--- config.mk ---
export PLATFORM = sky130hd
export DESIGN_NAME = baud_tick_sel
export DESIGN_NICKNAME = d
export VERILOG_FILES = /design/src/rtl/btk_pkg.sv /design/src/rtl/btk_ctrl_reg.sv /design/src/rtl/btk_prescale.sv /design/src/rtl/btk_reload_ctr.sv /design/src/rtl/baud_tick_sel.sv
export SDC_FILE = /design/constraint.sdc
export NUM_CORES = 1
export LEC_CHECK = 0
export ABC_AREA = 1
export CAP_MARGIN = 40
export CORE_MARGIN = 2
export CORE_UTILIZATION = 45
export CTS_BUF_LIST = sky130_fd_sc_hd__clkbuf_8 sky130_fd_sc_hd__clkbuf_16
export DETAILED_ROUTE_END_ITERATION = 6
export DONT_BUFFER_PORTS = 1
export PLACE_DENSITY = 0.6
export SYNTH_ARGS = -nofsm -noshare
export SYNTH_HDL_FRONTEND = slang
export SYNTH_SLANG_ARGS = --single-unit
--- constraint.sdc ---
create_clock -name clk -period 2.5 [get_ports clk]
set_input_delay 0.25 -clock clk [delete_from_list [all_inputs] [get_ports clk]]
set_output_delay 0.25 -clock clk [all_outputs]
set_load 0.005 [all_outputs]
--- src/rtl/btk_pkg.sv ---
package btk_pkg;
   localparam int CFG_W = 5;

   // Field order is fixed: bit 4 down to bit 0
   typedef struct packed {
      logic run;      // generator running
      logic tx_gen;   // transmit tick from generator
      logic rx_gen;   // receive tick from generator
      logic fast;     // no prescaler
      logic m0_gen;   // shift tick from generator
   } cfg_t;
endpackage

--- src/rtl/btk_ctrl_reg.sv ---
module btk_ctrl_reg
   import btk_pkg::*;
#(
   parameter int DATA_W = 8
) (
   input  logic              clk,
   input  logic              rst_n,
   input  logic              we_i,
   input  logic [DATA_W-1:0] wdata_i,
   output cfg_t              cfg_o
);
   if (DATA_W < CFG_W) begin : g_bad_width
      $error("btk_ctrl_reg: DATA_W must cover the control fields");
   end

   cfg_t cfg_q;

   always_ff @(posedge clk or negedge rst_n) begin
      if (!rst_n) begin
         cfg_q <= '0;
      end else if (we_i) begin
         cfg_q <= cfg_t'(wdata_i[CFG_W-1:0]);
      end
   end

   assign cfg_o = cfg_q;


   cfg_write_chk: assert property (@(posedge clk) disable iff (!rst_n)
      we_i |=> (cfg_q == $past(wdata_i[CFG_W-1:0])));


   cfg_hold_chk: assert property (@(posedge clk) disable iff (!rst_n)
      !we_i |=> $stable(cfg_q));
endmodule

--- src/rtl/btk_prescale.sv ---
module btk_prescale #(
   parameter int DIV = 6
) (
   input  logic clk,
   input  logic rst_n,
   input  logic clear_i,
   input  logic en_i,
   output logic step_o
);
   if (DIV < 1) begin : g_bad_div
      $error("btk_prescale: DIV must be at least 1");
   end

   if (DIV == 1) begin : g_bypass
      assign step_o = en_i;
   end else begin : g_divide
      localparam int PW = $clog2(DIV);
      localparam logic [PW-1:0] LAST = PW'(DIV - 1);

      logic [PW-1:0] pre_q;

      always_ff @(posedge clk or negedge rst_n) begin
         if (!rst_n) begin
            pre_q <= '0;
         end else if (clear_i) begin
            pre_q <= '0;
         end else if (en_i) begin
            pre_q <= (pre_q == LAST) ? '0 : pre_q + 1'b1;
         end
      end

      assign step_o = en_i && (pre_q == LAST);


      pre_range_chk: assert property (@(posedge clk) disable iff (!rst_n)
         pre_q <= LAST);


      pre_clear_chk: assert property (@(posedge clk) disable iff (!rst_n)
         clear_i |=> (pre_q == '0));
   end
endmodule

--- src/rtl/btk_reload_ctr.sv ---
module btk_reload_ctr #(
   parameter int CNT_W = 8
) (
   input  logic             clk,
   input  logic             rst_n,
   input  logic             run_i,
   input  logic             step_i,
   input  logic [CNT_W-1:0] reload_i,
   output logic             start_o,
   output logic             tick_o
);
   if (CNT_W < 2) begin : g_bad_cnt
      $error("btk_reload_ctr: CNT_W must be at least 2");
   end

   localparam logic [CNT_W-1:0] TOP = '1;

   logic [CNT_W-1:0] cnt_q;
   logic             run_d_q;
   logic             start;
   logic             wrap;

   assign start = run_i && !run_d_q;
   assign wrap  = run_i && !start && step_i && (cnt_q == TOP);

   always_ff @(posedge clk or negedge rst_n) begin
      if (!rst_n) begin
         run_d_q <= 1'b0;
         cnt_q   <= '0;
      end else begin
         run_d_q <= run_i;
         if (start) begin
            cnt_q <= reload_i;
         end else if (run_i && step_i) begin
            cnt_q <= wrap ? reload_i : cnt_q + 1'b1;
         end
      end
   end

   assign start_o = start;
   assign tick_o  = wrap;


   stopped_quiet_chk: assert property (@(posedge clk) disable iff (!rst_n)
      !run_i |-> !tick_o);


   stopped_hold_chk: assert property (@(posedge clk) disable iff (!rst_n)
      !run_i |=> $stable(cnt_q));


   restart_load_chk: assert property (@(posedge clk) disable iff (!rst_n)
      start |=> (cnt_q == $past(reload_i)));


   wrap_reload_chk: assert property (@(posedge clk) disable iff (!rst_n)
      tick_o |=> (cnt_q == $past(reload_i)));
endmodule

--- src/rtl/baud_tick_sel.sv ---
module baud_tick_sel
   import btk_pkg::*;
#(
   parameter int CNT_W    = 8,
   parameter int DATA_W   = 8,
   parameter int SLOW_DIV = 6
) (
   input  logic              clk,
   input  logic              rst_n,
   input  logic              cfg_we_i,
   input  logic [DATA_W-1:0] cfg_wdata_i,
   input  logic [CNT_W-1:0]  reload_i,
   input  logic              tmr_ovf_i,
   input  logic              fixed_tick_i,
   output logic              tx_tick_o,
   output logic              rx_tick_o,
   output logic              shift_tick_o
);
   cfg_t cfg;
   logic start;
   logic pre_step;
   logic step;
   logic gen_tick;

   btk_ctrl_reg #(.DATA_W(DATA_W)) ctrl_i (
      .clk     (clk),
      .rst_n   (rst_n),
      .we_i    (cfg_we_i),
      .wdata_i (cfg_wdata_i),
      .cfg_o   (cfg)
   );

   btk_prescale #(.DIV(SLOW_DIV)) pre_i (
      .clk     (clk),
      .rst_n   (rst_n),
      .clear_i (start || !cfg.run || cfg.fast),
      .en_i    (cfg.run && !cfg.fast),
      .step_o  (pre_step)
   );

   assign step = cfg.fast ? 1'b1 : pre_step;

   btk_reload_ctr #(.CNT_W(CNT_W)) ctr_i (
      .clk      (clk),
      .rst_n    (rst_n),
      .run_i    (cfg.run),
      .step_i   (step),
      .reload_i (reload_i),
      .start_o  (start),
      .tick_o   (gen_tick)
   );

   always_comb begin
      tx_tick_o    = cfg.tx_gen ? gen_tick : tmr_ovf_i;
      rx_tick_o    = cfg.rx_gen ? gen_tick : tmr_ovf_i;
      shift_tick_o = cfg.m0_gen ? gen_tick : fixed_tick_i;
   end


   shift_gen_chk: assert property (@(posedge clk) disable iff (!rst_n)
      (cfg.m0_gen && !cfg.run) |-> !shift_tick_o);


   reset_route_chk: assert property (@(posedge clk) disable iff (!rst_n)
      (cfg == '0) |-> (tx_tick_o == tmr_ovf_i && rx_tick_o == tmr_ovf_i));
endmodule

# Word-level counts from Yosys, hierarchy flattened
# Cells that the tools add are included.
# word_totals
out_inout_bits	3
word_cells	37
reg_bits	17
input_bits	21
# classes
n_addsub	2
eq_ne	2
reduce_logical	15
mux	10
# ops
cell	count
8-bit two-way mux	3
3-bit two-way mux	3
8-bit by 1-bit adder with 8-bit output (second input constant)	1
8-bit equality test (second input constant)	1
1-bit logical AND	7
1-bit logical NOT	4
1-bit two-way mux	4
2-bit nonzero test	2
3-bit by 1-bit adder with 3-bit output (second input constant)	1
3-bit equality test (second input constant)	1
1-bit logical OR	2

# Logic depth before layout (Yosys ltp)
# logic_depth
ltp_word	9
depth_mapped	9
ltp_nobuf	9

# Hierarchy
# Synthesis repeated with hierarchy kept, for this count alone.
# hier_totals
cells_unflattened	151
area_unflattened_um2	1073.5
# by_module_without_submodules
module	cells_per_inst	seq_area_each_um2	area_per_inst_um2	instances
btk_reload_ctr	93	225.2	653.1	1
btk_ctrl_reg	21	125.1	185.2	1
btk_prescale	19	75.1	163.9	1
baud_tick_sel	18	0.0	71.3	1

# Worst setup path after synthesis
# OpenSTA, ideal clock, no wires.
# synth_path
path_kind	register to output
startpoint	register ctr_i.cnt_q[0]
endpoint	output port rx_tick_o
t_arrival_ps	1202
n_path_buf	1
slack_ps	1048
t_required_ps	2250
stages_incl_launch_ff	7
cell_sequence	dfrtp_1 -> ha_1 -> nand3_1 -> nor2_4 -> nand3_2 -> buf_6 -> o21ai_0
# synth_via
elab_chain_cells	3
# synth_rtl
item	line_no	source
start: declaration	btk_reload_ctr.sv:18	logic [CNT_W-1:0] cnt_q;
start signal: assignment	btk_reload_ctr.sv:33	cnt_q <= reload_i;
start signal: assignment	btk_reload_ctr.sv:35	cnt_q <= wrap ? reload_i : cnt_q + 1'b1;
8-bit equality test	btk_reload_ctr.sv:24	assign wrap = run_i && !start && step_i && (cnt_q == TOP);
1-bit logical AND	btk_reload_ctr.sv:24	
1-bit two-way mux	baud_tick_sel.sv:55	rx_tick_o = cfg.rx_gen ? gen_tick : tmr_ovf_i;
end: declaration	baud_tick_sel.sv:16	output logic rx_tick_o,
# No other way between the ends.

# Final worst setup path
# layout_path
startpoint	register ctr_i.cnt_q[0]
endpoint	output port tx_tick_o
# layout_via
elab_chain_cells	3
# layout_rtl
item	line_no	source
8-bit equality test	btk_reload_ctr.sv:24	
1-bit logical AND	btk_reload_ctr.sv:24	
1-bit two-way mux	baud_tick_sel.sv:54	tx_tick_o = cfg.tx_gen ? gen_tick : tmr_ovf_i;
end: declaration	baud_tick_sel.sv:15	output logic tx_tick_o,
# No other way between the ends.

==> run_summary.xml <==
<?xml version="1.0" encoding="UTF-8"?>
<metrics>
  <group name="yosys">
    <metric name="synth_top_flop_cell" unit="">dfrtp_1</metric>
    <metric name="yosys-top-cells-count" unit="">44 x nand2_1, 19 x nand3_1, 17 x dfrtp_1, 17 x inv_1, 9 x nor2_1</metric>
    <metric name="synth_most_common_cell" unit="">nand2_1</metric>
    <metric name="syn_nets" unit="">155</metric>
    <metric name="syn-instance-count" unit="">133</metric>
    <metric name="yosys.cell_types.count" unit="">20</metric>
    <metric name="syn-cell-area" unit="µm²">966</metric>
    <metric name="synth_enable_flop_cells" unit="">0</metric>
    <metric name="yosys_warnings" unit="">0</metric>
    <metric name="synth_seq_area_share" unit="">0.440</metric>
    <metric name="avgSynthCellArea" unit="µm²">7.26</metric>
    <metric name="postSynth.asyncResetShare" unit="">1.00</metric>
    <metric name="synth.top_cells.by_area" unit="">dfrtp_1 44%, nand2_1 17%, nand3_1 9.8%, inv_1 6.6%, o21ai_0 4.1%</metric>
    <metric name="ys_ff_latch" unit="">17</metric>
    <metric name="synth_top_cell_by_area" unit="">dfrtp_1</metric>
    <metric name="yosys.area.top_type_share" unit="">0.440</metric>
  </group>
  <group name="critical_path">
    <metric name="crit_path_top_delay_cell" unit="">dfrtp_1</metric>
    <metric name="crit_path_cell_trace" unit="">ha_1 -&gt; nand3_1 -&gt; nor2_4 -&gt; nand3_2 -&gt; o21ai_0</metric>
    <metric name="regToRegEndpoint" unit="">ctr_i.cnt_q[7]$_DFFE_PN0P_</metric>
    <metric name="timing.critical_path.from" unit="">ctr_i.cnt_q[0]$_DFFE_PN0P_</metric>
    <metric name="worst-path-max-fanout" unit="">11</metric>
    <metric name="cp_class" unit="">reg2out</metric>
    <metric name="worst-r2r-cell-count" unit="">8</metric>
    <metric name="critical_path.reg2reg.startpoint" unit="">ctr_i.cnt_q[0]$_DFFE_PN0P_</metric>
    <metric name="worst_setup_path_start_kind" unit="">flop</metric>
    <metric name="critPathCaptureType" unit="">primary output</metric>
    <metric name="slowest_delay" unit="ps">390</metric>
    <metric name="crit_arrival" unit="ps">1650</metric>
    <metric name="worst-endpoint-required" unit="ps">2250</metric>
    <metric name="setup.reg_to_reg.worst_slack" unit="ps">860</metric>
  </group>
  <group name="placed_design">
    <metric name="dp.cells" unit="">158</metric>
    <metric name="routabilityCongestion" unit="">0.761</metric>
    <metric name="hpwl" unit="µm">1280</metric>
    <metric name="placement.io_buffers" unit="">0</metric>
    <metric name="post_dp_cell_area" unit="µm²">985</metric>
    <metric name="post-place-ws" unit="ps">851</metric>
  </group>
  <group name="power">
    <metric name="power.ir.vdd_worst" unit="mV">0.500</metric>
    <metric name="reported_net_switching_power" unit="µW">290</metric>
    <metric name="power.leakage" unit="nW">0.537</metric>
    <metric name="pwr-share-comb" unit="">0.265</metric>
    <metric name="power_report.internal_total" unit="µW">545</metric>
    <metric name="clock_power_share" unit="">0.255</metric>
    <metric name="sw_frac_of_total" unit="">0.347</metric>
    <metric name="pwr_density_cell" unit="mW/mm²">801</metric>
    <metric name="design_power_total" unit="µW">835</metric>
    <metric name="power.sequential.fraction" unit="">0.480</metric>
  </group>
  <group name="routing">
    <metric name="post_drt_wl_per_cell" unit="µm">11.1</metric>
    <metric name="drt_pre_antenna_iters" unit="">4</metric>
    <metric name="vias_per_cell" unit="">4.83</metric>
    <metric name="wl" unit="µm">1810</metric>
    <metric name="route.antenna.remaining_nets" unit="">0</metric>
    <metric name="dr.first_iter.drc_count" unit="">12</metric>
    <metric name="vias" unit="">788</metric>
    <metric name="number_of_remaining_drc_errors" unit="">0</metric>
  </group>
  <group name="sta">
    <metric name="slew_headroom" unit="">0.476</metric>
    <metric name="postLayoutSetupSlackWorst" unit="ps">596</metric>
    <metric name="slew_viol_final" unit="">0</metric>
    <metric name="final_hold_violations" unit="">0</metric>
    <metric name="grt_setup_unrepaired" unit="">no</metric>
    <metric name="finalSetupViolations" unit="">0</metric>
    <metric name="layout_worst_path_cycle_share" unit="">0.761</metric>
    <metric name="finalClockSkew" unit="ps">4.13</metric>
    <metric name="finalSetupTns" unit="ps">0</metric>
    <metric name="min_hold_slack" unit="ps">94.8</metric>
    <metric name="max_clock_freq" unit="GHz">0.525</metric>
    <metric name="tightestPinTransition" unit="ps">783</metric>
    <metric name="final_period_minus_worst_setup_slack" unit="ps">1900</metric>
  </group>
  <group name="die">
    <metric name="coreArea" unit="mm²">0.00200</metric>
    <metric name="die-width" unit="µm">50.3</metric>
    <metric name="die_height" unit="µm">50.3</metric>
    <metric name="num_io_pins" unit="">24</metric>
    <metric name="floorplan.rows" unit="">16</metric>
    <metric name="fp.dieArea" unit="mm²">0.00253</metric>
    <metric name="floorplan.initialDensity" unit="">0.482</metric>
  </group>
  <group name="run_status">
    <metric name="status" unit="">complete, no violations</metric>
  </group>
  <group name="final_layout">
    <metric name="areaGrowthSynthToFinish" unit="%">8.03</metric>
    <metric name="finalNetCount" unit="">159</metric>
    <metric name="final_design_area_no_fill" unit="mm²">0.00104</metric>
    <metric name="final_cells" unit="">163</metric>
    <metric name="end_of_flow_core_utilization" unit="">0.521</metric>
    <metric name="final_layout_size_suffix_gt1_frac" unit="">0.0882</metric>
    <metric name="antenna_cells" unit="">0</metric>
  </group>
  <group name="clocking">
    <metric name="cts-htree-levels" unit="">1</metric>
    <metric name="clkSlewWorstSetupHoldPaths" unit="ps">70</metric>
    <metric name="cts_tree" unit="">yes</metric>
    <metric name="clk_latency" unit="ps">250</metric>
    <metric name="cts-buffers-inserted" unit="">3</metric>
    <metric name="post-cts-setup-buffer-count" unit="">0</metric>
    <metric name="tritoncts_num_sinks" unit="">17</metric>
    <metric name="cts_root_buffer" unit="">clkbuf_8</metric>
    <metric name="cts-root-to-sink-buffers" unit="">2</metric>
  </group>
  <group name="hold_path">
    <metric name="min_path_type" unit="">in2reg</metric>
    <metric name="whs_endpoint" unit="">ctrl_i.cfg_o[3]$_DFFE_PN0P_</metric>
    <metric name="instance_count_along_the_most_critical_hold_path" unit="">1</metric>
    <metric name="hold_path.startpoint" unit="">cfg_we_i</metric>
  </group>
  <group name="grt">
    <metric name="grt_pass1_wl" unit="µm">3350</metric>
    <metric name="globalRouteOverflowTotal" unit="">0</metric>
    <metric name="via_count_of_the_first_global_routing_pass" unit="">776</metric>
    <metric name="grt_start_max_net_pins" unit="">18</metric>
    <metric name="gr-usage-all-layers" unit="">0.179</metric>
    <metric name="initial_antenna_violation_count" unit="">0</metric>
  </group>
  <group name="flow_run">
    <metric name="drv_cap" unit="">0</metric>
  </group>
</metrics>
## cell families (layout without fill, tap and decap cells)
logic type      after synthesis  in the layout  synth area share
fa+ha+maj                     1              1            0.0130
compound gates               13             13            0.0764
flops                        17             17             0.440
xor+xnor                      3              3            0.0272
simple gates                 78             78             0.354
buf+inv                      21             24            0.0894
## critical path, delay by kind of cell, from the launching register on
kind	cells	cell delay [ps]
compound gates	1	290
fa+ha+maj	1	220
flops	1	390
simple gates	3	480
## power groups by stage
stage | clock, mW | sequential [mW] | combinational (mW)
after floorplan | 0 | 0.391 | 0.190
after global placement | 0 | 0.405 | 0.212
after detailed placement | 0 | 0.406 | 0.214
after CTS | 0.219 | 0.401 | 0.224
after global routing | 0.233 | 0.412 | 0.263
final | 0.213 | 0.401 | 0.222
## worst max-delay path by stage
| stage | to | cells past startpoint | slack [ps] |
|---|---|---|---|
| 2_1_floorplan | rx_tick_o | 6 | 1050 |
| 3_3_place_gp | ctr_i.cnt_q[3]$_DFFE_PN0P_ | 8 | 850 |
| 6_report | tx_tick_o | 5 | 600 |
| 5_1_grt | tx_tick_o | 5 | 400 |
| 4_1_cts | tx_tick_o | 5 | 580 |
| 3_5_place_dp | ctr_i.cnt_q[4]$_DFFE_PN0P_ | 8 | 850 |
## layout by cell type, fill, tap and decap left out
cell type      count
nor2_1             9
ha_1               1
xnor2_1            1
inv_2              2
xor2_1             2
a21oi_1            2
dfrtp_1           17
clkinvlp_4         1
nand2_2            3
o21ai_2            1
nor2_4             1
nand3_2            1
o21bai_1           1
o21ai_0            8
dlygate4sd3_1      1
clkbuf_8           3
nand2_1           44
a211oi_1           1
nand3_1           19
nor3b_1            1
inv_1             17
## what timing repair did
item	in CTS	in global routing
resized for setup	0	0
hold endpoints to repair	17	0
hold buffers	1	0
## final cells by class
cell class                 instances  area [µm²]
fill                             219         958
multi-input combinational         95         454
sequential                        17         425
inverter                          19        71.3
clock buffer                       3        41.3
tap                               27        33.8
timing repair buffer               1        10.0
clock inverter                     1        7.51
## routing by layer
layer  routed length, µm  part of all wire  vias to the layer above  global-route usage
li1                    -                 -                      424                   -
met1                 906              0.50                      347               0.232
met2                 795              0.44                       13               0.279
met3                  70             0.039                        4              0.0476
met4                  36             0.020                        0              0.0811
met5                   0                 0                        -                   0
## registers in the layout, summed over array words and instances, names as in the netlist
name                  cells
ctrl_i.cfg_o              5
pre_i.g_divide.pre_q      3
ctr_i.run_d_q             1
ctr_i.cnt_q               8
(Power assumes the default switching activity.)
